===== src/rtl/egpio_pkg.sv =====
// Package: shared offsets, page codes and bank decode for the GPIO controller.
// Assumes a 16-byte window; offsets 6..10 are behaviour the host software relies on.
package egpio_pkg;

    localparam int PEND_OFF  = 6;
    localparam int PAGE_OFF  = 7;
    localparam int BANK_BASE = 8;

    localparam logic [7:0] PAGE_ENABLE   = 8'h80;
    localparam logic [7:0] PAGE_POLARITY = 8'h40;

    typedef enum logic [1:0] {
        BANK_EVENT    = 2'd0,
        BANK_ENABLE   = 2'd1,
        BANK_POLARITY = 2'd2
    } bank_e;

    // Map a page value to the bank seen at offsets 8..10; unknown codes act as the event page.
    function automatic bank_e decode_bank(input logic [7:0] page);
        if (page == PAGE_ENABLE)        return BANK_ENABLE;
        else if (page == PAGE_POLARITY) return BANK_POLARITY;
        else                            return BANK_EVENT;
    endfunction

endpackage


===== src/rtl/egpio_sync.sv =====
// Module: two-flop synchronizer for a bus of independent asynchronous lines.
// Assumes every bit is sampled on its own; no cross-bit coherence is promised.
module egpio_sync #(
    parameter int W = 8
) (
    input  logic         clk,
    input  logic         rst_n,
    input  logic [W-1:0] async_in,
    output logic [W-1:0] sync_out
);

    logic [W-1:0] stage1_q;
    logic [W-1:0] stage2_q;

    // Two register stages to settle metastability.
    always_ff @(posedge clk) begin
        if (!rst_n) begin
            stage1_q <= '0;
            stage2_q <= '0;
        end else begin
            stage1_q <= async_in;
            stage2_q <= stage1_q;
        end
    end

    assign sync_out = stage2_q;

endmodule


===== src/rtl/egpio_irq_port.sv =====
// Module: interrupt logic for one 8-line port: enable, polarity and latched event bits.
// Assumes the level input is already synchronized. A cleared enable wipes its event in
// the same cycle, which gives the clear-then-set acknowledge sequence.
module egpio_irq_port #(
    parameter int W = 8
) (
    input  logic         clk,
    input  logic         rst_n,
    input  logic [W-1:0] level,
    input  logic         en_wr,
    input  logic         pol_wr,
    input  logic [W-1:0] wdata,
    output logic [W-1:0] en_q,
    output logic [W-1:0] pol_q,
    output logic [W-1:0] evt_q
);

    logic [W-1:0] prev_q;
    logic [W-1:0] edge_hit;
    logic [W-1:0] en_next;

    // Select rising or falling edge per line from the polarity bit.
    always_comb begin
        edge_hit = (pol_q & level & ~prev_q) | (~pol_q & ~level & prev_q);
        en_next  = en_wr ? wdata : en_q;
    end

    // Hold control bits, remember the last level, latch and clear events.
    always_ff @(posedge clk) begin
        if (!rst_n) begin
            en_q   <= '0;
            pol_q  <= '0;
            evt_q  <= '0;
            prev_q <= '0;
        end else begin
            prev_q <= level;
            if (en_wr)  en_q  <= wdata;
            if (pol_wr) pol_q <= wdata;
            evt_q <= (evt_q | (edge_hit & en_q)) & en_next;
        end
    end

    AST_EVT_NEEDS_EN: assert property (@(posedge clk) disable iff (!rst_n)
        ((evt_q & ~en_q) == '0));

    AST_EVT_STICKY: assert property (@(posedge clk) disable iff (!rst_n)
        !en_wr |=> ((evt_q & $past(evt_q)) == $past(evt_q)));

    AST_EVT_ONLY_ON_EDGE: assert property (@(posedge clk) disable iff (!rst_n)
        1'b1 |=> ((evt_q & ~$past(evt_q) & ~($past(edge_hit) & $past(en_q))) == '0));

endmodule


===== src/rtl/edge_gpio_ctrl.sv =====
// Module: top of the paged edge-interrupt GPIO controller.
// Holds port drive registers, the page register, the read mux and the interrupt summary.
// Assumes single-cycle bus strobes; read data is registered on the read strobe.
module edge_gpio_ctrl
    import egpio_pkg::*;
#(
    parameter int NUM_PORTS = 6,
    parameter int PORT_W    = 8,
    parameter int IRQ_PORTS = 3,
    parameter int ADDR_W    = 4
) (
    input  logic                        clk,
    input  logic                        rst_n,
    input  logic [ADDR_W-1:0]           bus_addr,
    input  logic                        bus_wr,
    input  logic                        bus_rd,
    input  logic [PORT_W-1:0]           bus_wdata,
    output logic [PORT_W-1:0]           bus_rdata,
    input  logic [NUM_PORTS*PORT_W-1:0] pin_in,
    output logic [NUM_PORTS*PORT_W-1:0] pin_pull_low,
    output logic                        irq_req
);

    localparam int LINES     = NUM_PORTS * PORT_W;
    localparam int IRQ_LINES = IRQ_PORTS * PORT_W;

    logic [LINES-1:0]     pin_sync;
    logic [PORT_W-1:0]    page_q;
    bank_e                bank;
    logic [IRQ_LINES-1:0] en_all;
    logic [IRQ_LINES-1:0] pol_all;
    logic [IRQ_LINES-1:0] evt_all;
    logic [IRQ_PORTS-1:0] pending;
    logic [PORT_W-1:0]    rd_mux;
    logic                 bank_addr_hit;

    egpio_sync #(.W(LINES)) u_sync (
        .clk      (clk),
        .rst_n    (rst_n),
        .async_in (pin_in),
        .sync_out (pin_sync)
    );

    genvar gp;
    generate
        for (gp = 0; gp < NUM_PORTS; gp++) begin : g_drive
            logic [PORT_W-1:0] drive_q;
            // Load this port's drive byte on a write to its offset.
            always_ff @(posedge clk) begin
                if (!rst_n)
                    drive_q <= '0;
                else if (bus_wr && bus_addr == ADDR_W'(gp))
                    drive_q <= bus_wdata;
            end
            assign pin_pull_low[gp*PORT_W +: PORT_W] = drive_q;
        end
    endgenerate

    // Page register that selects the bank behind offsets 8..10.
    always_ff @(posedge clk) begin
        if (!rst_n)
            page_q <= '0;
        else if (bus_wr && bus_addr == ADDR_W'(PAGE_OFF))
            page_q <= bus_wdata;
    end

    assign bank = decode_bank(page_q);

    genvar gi;
    generate
        for (gi = 0; gi < IRQ_PORTS; gi++) begin : g_irq
            logic addr_hit;
            assign addr_hit = bus_wr && (bus_addr == ADDR_W'(BANK_BASE + gi));
            egpio_irq_port #(.W(PORT_W)) u_port (
                .clk    (clk),
                .rst_n  (rst_n),
                .level  (pin_sync[gi*PORT_W +: PORT_W]),
                .en_wr  (addr_hit && bank == BANK_ENABLE),
                .pol_wr (addr_hit && bank == BANK_POLARITY),
                .wdata  (bus_wdata),
                .en_q   (en_all[gi*PORT_W +: PORT_W]),
                .pol_q  (pol_all[gi*PORT_W +: PORT_W]),
                .evt_q  (evt_all[gi*PORT_W +: PORT_W])
            );
            assign pending[gi] = |evt_all[gi*PORT_W +: PORT_W];
        end
    endgenerate

    assign irq_req = |pending;

    // Select the byte a read at bus_addr returns.
    always_comb begin
        rd_mux = '0;
        for (int p = 0; p < NUM_PORTS; p++)
            if (bus_addr == ADDR_W'(p))
                rd_mux = pin_sync[p*PORT_W +: PORT_W];
        if (bus_addr == ADDR_W'(PEND_OFF))
            rd_mux = PORT_W'(pending);
        if (bus_addr == ADDR_W'(PAGE_OFF))
            rd_mux = page_q;
        for (int g = 0; g < IRQ_PORTS; g++)
            if (bus_addr == ADDR_W'(BANK_BASE + g)) begin
                case (bank)
                    BANK_ENABLE:   rd_mux = en_all[g*PORT_W +: PORT_W];
                    BANK_POLARITY: rd_mux = pol_all[g*PORT_W +: PORT_W];
                    default:       rd_mux = evt_all[g*PORT_W +: PORT_W];
                endcase
            end
    end

    // Register the read data on the read strobe.
    always_ff @(posedge clk) begin
        if (!rst_n)
            bus_rdata <= '0;
        else if (bus_rd)
            bus_rdata <= rd_mux;
    end

    assign bank_addr_hit = (bus_addr >= ADDR_W'(BANK_BASE)) &&
                           (bus_addr <  ADDR_W'(BANK_BASE + IRQ_PORTS));

    AST_EVT_PAGE_WRITE_IGNORED: assert property (@(posedge clk) disable iff (!rst_n)
        (bus_wr && bank_addr_hit && bank == BANK_EVENT) |=> ($stable(en_all) && $stable(pol_all)));

    AST_NO_IRQ_WITHOUT_EN: assert property (@(posedge clk) disable iff (!rst_n)
        irq_req |-> (|en_all));

endmodule


===== config.mk =====
export PLATFORM = sky130hd
export DESIGN_NAME = edge_gpio_ctrl
export DESIGN_NICKNAME = d
export VERILOG_FILES = /design/src/rtl/egpio_pkg.sv /design/src/rtl/egpio_sync.sv /design/src/rtl/egpio_irq_port.sv /design/src/rtl/edge_gpio_ctrl.sv
export SDC_FILE = /design/constraint.sdc
export NUM_CORES = 1
export LEC_CHECK = 0
export ABC_CLOCK_PERIOD_IN_PS = 2500
export BUFFER_PORTS_ARGS = -buffer_cell sky130_fd_sc_hd__buf_4
export CAP_MARGIN = 20
export CORE_MARGIN = 4
export CORE_UTILIZATION = 58
export CTS_CLUSTER_SIZE = 12
export DETAILED_ROUTE_END_ITERATION = 10
export HOLD_SLACK_MARGIN = 0.03
export PLACE_DENSITY_LB_ADDON = 0.1
export SYNTH_ARGS = -nofsm -noshare
export SYNTH_HDL_FRONTEND = slang
export SYNTH_SLANG_ARGS = --single-unit

===== constraint.sdc =====
create_clock -name clk -period 2.5 [get_ports clk]
set_input_delay 0.125 -clock clk [delete_from_list [all_inputs] [get_ports clk]]
set_output_delay 0.125 -clock clk [all_outputs]
set_load 0.05 [all_outputs]

After elaboration in Yosys (flattened, before gate mapping)
Cells that the tools add are included.
{ "totals": {"regBits": 256, "in_bits": 64, "out_inout_bits": 57, "elab_cells": 109} }
{ "op_classes": {"eq_ne": 14, "n_mux": 19, "bitwise": 33, "n_reduce_logical": 21} }
{ "op_table": {"columns": ["op", "count"], "rows": [
  ["$and 8x8->8", 18],
  ["$mux 8", 14],
  ["$not 8->8", 9],
  ["$or 8x8->8", 6],
  ["$pmux 8 s2", 3],
  ["$reduce_or 24->1", 1],
  ["$reduce_or 8->1", 3],
  ["$eq 4x3->1 const B", 4],
  ["$logic_and 1x1->1", 16],
  ["$eq 4x4->1 const B", 3],
  ["$eq 4x2->1 const B", 2],
  ["$eq 8x7->1 const B", 1],
  ["$eq 8x8->1 const B", 1],
  ["$eq 4x1->1 const B", 1],
  ["$logic_not 4->1", 1],
  ["$mux 2", 2],
  ["$eq 2x1->1 const B", 1],
  ["$eq 2x2->1 const B", 1]
]} }

Longest topological paths before layout
{ "depth": {"depth_word": 12, "ltp_mapped": 7, "ltp_nobuf": 5} }

Hierarchy
Synthesis repeated with hierarchy kept, for this count alone.
{ "unflattened": {"hier_cells": 1012, "area_unflattened_um2": 10402.5} }
{ "modules_own_cells": {"columns": ["module", "instances", "cells_each", "area_per_inst_um2", "seq_area_each_um2"], "rows": [
  ["edge_gpio_ctrl", 1, 483, 4112.7, 1281.2],
  ["egpio_irq_port", 3, 109, 1228.7, 640.6],
  ["egpio_sync", 1, 202, 2603.7, 1921.8]
]} }

Worst setup path before layout
Ideal clock, no wire load.
{ "synth_timing": {"path_type": "register to register", "start": "register page_q[5]", "end": "register bus_rdata[7]", "setup_time_ns": 0.122, "arrival_ns": 2.003, "required_time_ns": 2.378, "path_slack_ns": 0.375, "path_stages_with_launch": 7, "path_buffers": 1, "period_less_slack_ns": 2.125, "cell_sequence": "dfxtp_1 -> or4_1 -> buf_2 -> or3_4 -> a221oi_2 -> a2111oi_0 -> o311a_1"} }
{ "synth_via": {"elab_chain_len": 8, "elab_cells_between_ends": 12, "classes_between": "eq/ne (4); mux (8)"} }
{ "synth_lines": {"columns": ["item", "line_no", "text"], "rows": [
  ["from (decl)", "edge_gpio_ctrl.sv:28", "logic [PORT_W-1:0] page_q;"],
  ["from (signal assigned)", "edge_gpio_ctrl.sv:64", "page_q <= bus_wdata;"],
  ["$eq 8x7->1", "egpio_pkg.sv:21", "else if (page == PAGE_POLARITY) return BANK_POLARITY;"],
  ["$mux 2", "egpio_pkg.sv:21", null],
  ["$mux 2 *", "egpio_pkg.sv:20", "if (page == PAGE_ENABLE) return BANK_ENABLE;"],
  ["$eq 2x2->1 or $eq 2x1->1 (tied branches)", "edge_gpio_ctrl.sv:103", "case (bank)"],
  ["$pmux 8 s2", "edge_gpio_ctrl.sv:103", null],
  ["$mux 8 (2 in series)", "edge_gpio_ctrl.sv:102", "if (bus_addr == ADDR_W'(BANK_BASE + g)) begin"],
  ["$mux 8 *", "edge_gpio_ctrl.sv:102", null],
  ["to (signal assigned)", "edge_gpio_ctrl.sv:116", "bus_rdata <= rd_mux;"],
  ["to (decl)", "edge_gpio_ctrl.sv:18", "output logic [PORT_W-1:0] bus_rdata,"]
]} }
Every way passes the cells marked *; elsewhere a longest branch is shown, timed or not.
A chain may end at the register's enable or synchronous reset.

Worst setup path in the final report
{ "layout_timing": {"start": "register page_q[1]", "end": "register g_irq[2].u_port.evt_q[2]"} }
{ "layout_via": {"elab_chain_len": 7, "elab_cells_between_ends": 8, "classes_between": "eq/ne (3); mux (3); bitwise (1); reduce/logical (1)"} }
{ "layout_lines": {"columns": ["item", "line_no", "text"], "rows": [
  ["$eq 8x7->1", "egpio_pkg.sv:21", null],
  ["$mux 2", "egpio_pkg.sv:21", null],
  ["$mux 2 *", "egpio_pkg.sv:20", null],
  ["$eq 2x1->1 *", "edge_gpio_ctrl.sv:78", ".en_wr (addr_hit && bank == BANK_ENABLE),"],
  ["$logic_and 1x1->1 *", "edge_gpio_ctrl.sv:78", null],
  ["$mux 8 *", "egpio_irq_port.sv:25", "en_next = en_wr ? wdata : en_q;"],
  ["$and 8x8->8 *", "egpio_irq_port.sv:39", "evt_q <= (evt_q | (edge_hit & en_q)) & en_next;"],
  ["to (signal assigned)", "egpio_irq_port.sv:39", null],
  ["to (decl)", "egpio_irq_port.sv:15", "output logic [W-1:0] evt_q"]
]} }
Marks and branches as above.

==> impl_metrics.py <==
metrics = {
    "grt": {
        "grt_max_degree": 64,
        "grt_pass1_vias": 8808,
        "grtUsageTotal_pct": 32.3,
        "grt_pass1_wl_mm": 50.3,
        "antenna_found_initial": 1,
        "grt_remaining_overflow": 0,
    },
    "critical_path": {
        "timing.rr.end": "g_irq[2].u_port.evt_q[2]$_SDFF_PN0_",
        "cp_cell_sequence": "nor4_1 > nand2_1 > buf_12 > or3_1 > o221ai_1 > nor2_1",
        "critPathRequiredTime_ns": 2.92,
        "end_kind": "flip-flop",
        "cp_num_buf_inv": 1,
        "critPathSlowestCell": "or3_1",
        "cp-startpoint": "page_q[1]$_SDFFE_PN0P_",
        "path_max_fanout": 24,
        "reg2reg_slack_ns": 0.18,
        "reg2reg_from": "page_q[1]$_SDFFE_PN0P_",
        "crit_cells": 6,
        "path_class": "reg -> reg",
        "endpoint": "g_irq[2].u_port.evt_q[2]$_SDFF_PN0_",
        "arrival_ns": 2.74,
        "start_kind": "flip-flop",
        "cp_slowest_stage_delay_ns": 0.60,
        "cp_top_family": "simple AND/OR/NAND/NOR gates",
        "worstRegToRegCells": 6,
    },
    "worst_hold_path": {
        "min_delay_path_depth": 2,
        "hp-class": "in -> reg",
        "min_from": "rst_n",
    },
    "sta": {
        "slew_headroom_pct": 56.3,
        "finalHoldViolations": 0,
        "skew_ns": 0.0108,
        "holdWs_ns": 0.131,
        "rsz0062_at_grt": "no",
        "fin_crit_ns": 2.32,
        "setup_ws_ns": 0.183,
        "clock.fmax_ghz": 0.432,
        "fin_tns_setup_ns": 0,
        "setup_viol": 0,
        "drv_slew": 0,
        "timing.final.crit_share_pct": 92.7,
        "worstMarginPinSlew_ns": 0.656,
    },
    "final_layout": {
        "area_delta_synth_final_pct": 23.6,
        "final_cell_area_mm2": 0.0126,
        "nets": 1346,
        "layout-drive-gt1-share_pct": 15.6,
        "n_antenna_cell": 0,
    },
    "clocking": {
        "cts_tree": "built",
        "cts_setup_buffers": 0,
        "clkTransAtPathRegs_ns": 0.06,
        "worstSkewPairLatency_ns": 0.54,
        "htree_levels": 1,
        "ctsResizeCount": 0,
        "clockBufferDepth": 3,
        "cts_sinks": 256,
        "hold_buffers": 57,
        "cts_buffers": 26,
        "cts-root-buf": "clkbuf_16",
    },
    "detailed_routing": {
        "wl_per_cell_um": 21.4,
        "via_per_inst": 5.91,
        "wirelength_mm": 32.4,
        "vias": 8953,
        "antenna_left": 0,
        "drt-initial-drc-count": 742,
        "drc": 0,
        "drtPass1Iterations": 7,
    },
    "synth": {
        "async_flop_share_pct": 0,
        "yosysTopAreaCell": "dfxtp_1",
        "synth_edf_count": 0,
        "ys_ff_latch": 256,
        "synth_ff_type": "dfxtp_1",
        "seq_area_frac_synth_pct": 50.1,
        "synth_area_per_cell_um2": 9.04,
        "synth_most_common_cell": "dfxtp_1",
        "synthesis.nets": 1195,
        "syn_inst": 1131,
        "ys_types": 55,
        "netlist_top_cells_area": "dfxtp_1 50%, mux2i_1 8.8%, and2_1 7.6%",
        "yosysWarnings": 0,
        "synth_top_area_share_pct": 50.1,
        "synthTopCellsByCount": "256 x dfxtp_1, 159 x nor2_1, 124 x and2_1",
        "netlist_area_mm2": 0.0102,
    },
    "place": {
        "gp_congestion": 0.984,
        "dpl.hpwl_mm": 20.7,
        "postPlaceCellArea_mm2": 0.0113,
        "post-place-ws_ns": 0.219,
        "port_buffers": 120,
    },
    "floorplanning": {
        "start_util_pct": 59.1,
        "ios": 121,
        "core_mm2": 0.0173,
        "die-height_um": 141,
        "die-width_um": 141,
        "dieArea_mm2": 0.0198,
        "row_count": 48,
    },
    "power": {
        "ir_drop_mv": 0.799,
        "leakage_nw": 5.34,
        "power_density_mw_per_mm2": 671,
        "finalPower_mw": 8.49,
    },
    "outcome": {
        "status": "finished clean",
    },
    "flow_run": {
        "max-cap-violations": 0,
    },
}
==> registers in the layout (all words and copies together), names as in the netlist <==
| signal | count |
|---|---|
| g_irq.u_port.pol_q | 24 |
| g_irq.u_port.en_q | 24 |
| page_q | 8 |
| g_irq.u_port.evt_q | 24 |
| u_sync.sync_out | 48 |
| g_drive.drive_q | 48 |
| bus_rdata | 8 |
| u_sync.stage1_q | 48 |
| g_irq.u_port.prev_q | 24 |
==> stage by stage <==
stage	utilization (%)	std cells
after global routing	73.1	1516
after global placement	65.4	1422
after floorplan	-	1131
final	73.1	1516
after CTS	73.1	1516
after detailed placement	65.4	1422
==> layer usage <==
metal	track usage (%)	vias to the layer above	wire (um)
li1	-	4172	-
met1	43.7	4264	13500
met2	51.9	436	14800
met3	6.45	81	2820
met4	11.5	0	1290
met5	0	-	0
==> worst min path at each step <==
| stage | endpoint | slack [ns] |
|---|---|---|
| 3_5_place_dp | u_sync.stage1_q[42]$_SDFF_PN0_ | 0.34 |
| 2_1_floorplan | u_sync.stage1_q[0]$_SDFF_PN0_ | 0.25 |
| 3_3_place_gp | u_sync.stage1_q[3]$_SDFF_PN0_ | 0.33 |
| 6_report | u_sync.stage1_q[37]$_SDFF_PN0_ | 0.13 |
| 5_1_grt | bus_rdata[6]$_SDFFE_PN0P_ | 0.16 |
| 4_1_cts | bus_rdata[7]$_SDFFE_PN0P_ | 0.11 |
==> cell usage in the layout (no fill, tap or decap), types with 4 or more instances in the layout <==
cell type	count
a22o_1	9
o311a_1	5
nor3_1	16
dlygate4sd3_1	57
nor2_1	159
clkbuf_1	5
nor4_1	7
mux2i_1	90
dfxtp_1	256
a221oi_1	5
a311oi_1	4
o21ai_0	54
o311ai_0	8
and2_1	124
buf_4	148
nand2_1	111
or3_1	4
a21o_1	5
a22oi_1	4
nor2b_1	9
a211oi_1	7
o31ai_1	8
o221ai_1	19
nand3_1	10
mux4_2	6
nand2b_1	10
o21bai_1	5
a21oi_1	67
clkbuf_16	26
==> cells by family (layout without fill, tap and decap cells) <==
family,Yosys count,after routing,share of synthesized area (%)
compound gates,219,219,14.0
simple gates,470,470,22.2
mux,97,97,10.2
flops,256,256,50.1
xor+xnor,1,1,0.0857
buf+inv,88,248,3.36
==> power by group <==
group          switching (mW)  total [mW]  internal, mW
logic                   0.379       0.658         0.279
clock network            1.57        3.59          2.02
registers              0.0592        4.24          4.18
total                    2.01        8.49          6.48
==> layout make-up <==
| cell class | instances | area (um^2) |
|---|---|---|
| flip-flops and latches | 256 | 5120 |
| multi-input cells | 787 | 4760 |
| fillers | 1228 | 4650 |
| repair buffers | 206 | 1700 |
| clock buffers | 32 | 683 |
| well taps | 225 | 282 |
| clock inverters | 5 | 75.1 |
| inverters | 5 | 18.8 |
Power figures use the tool's default switching activity.
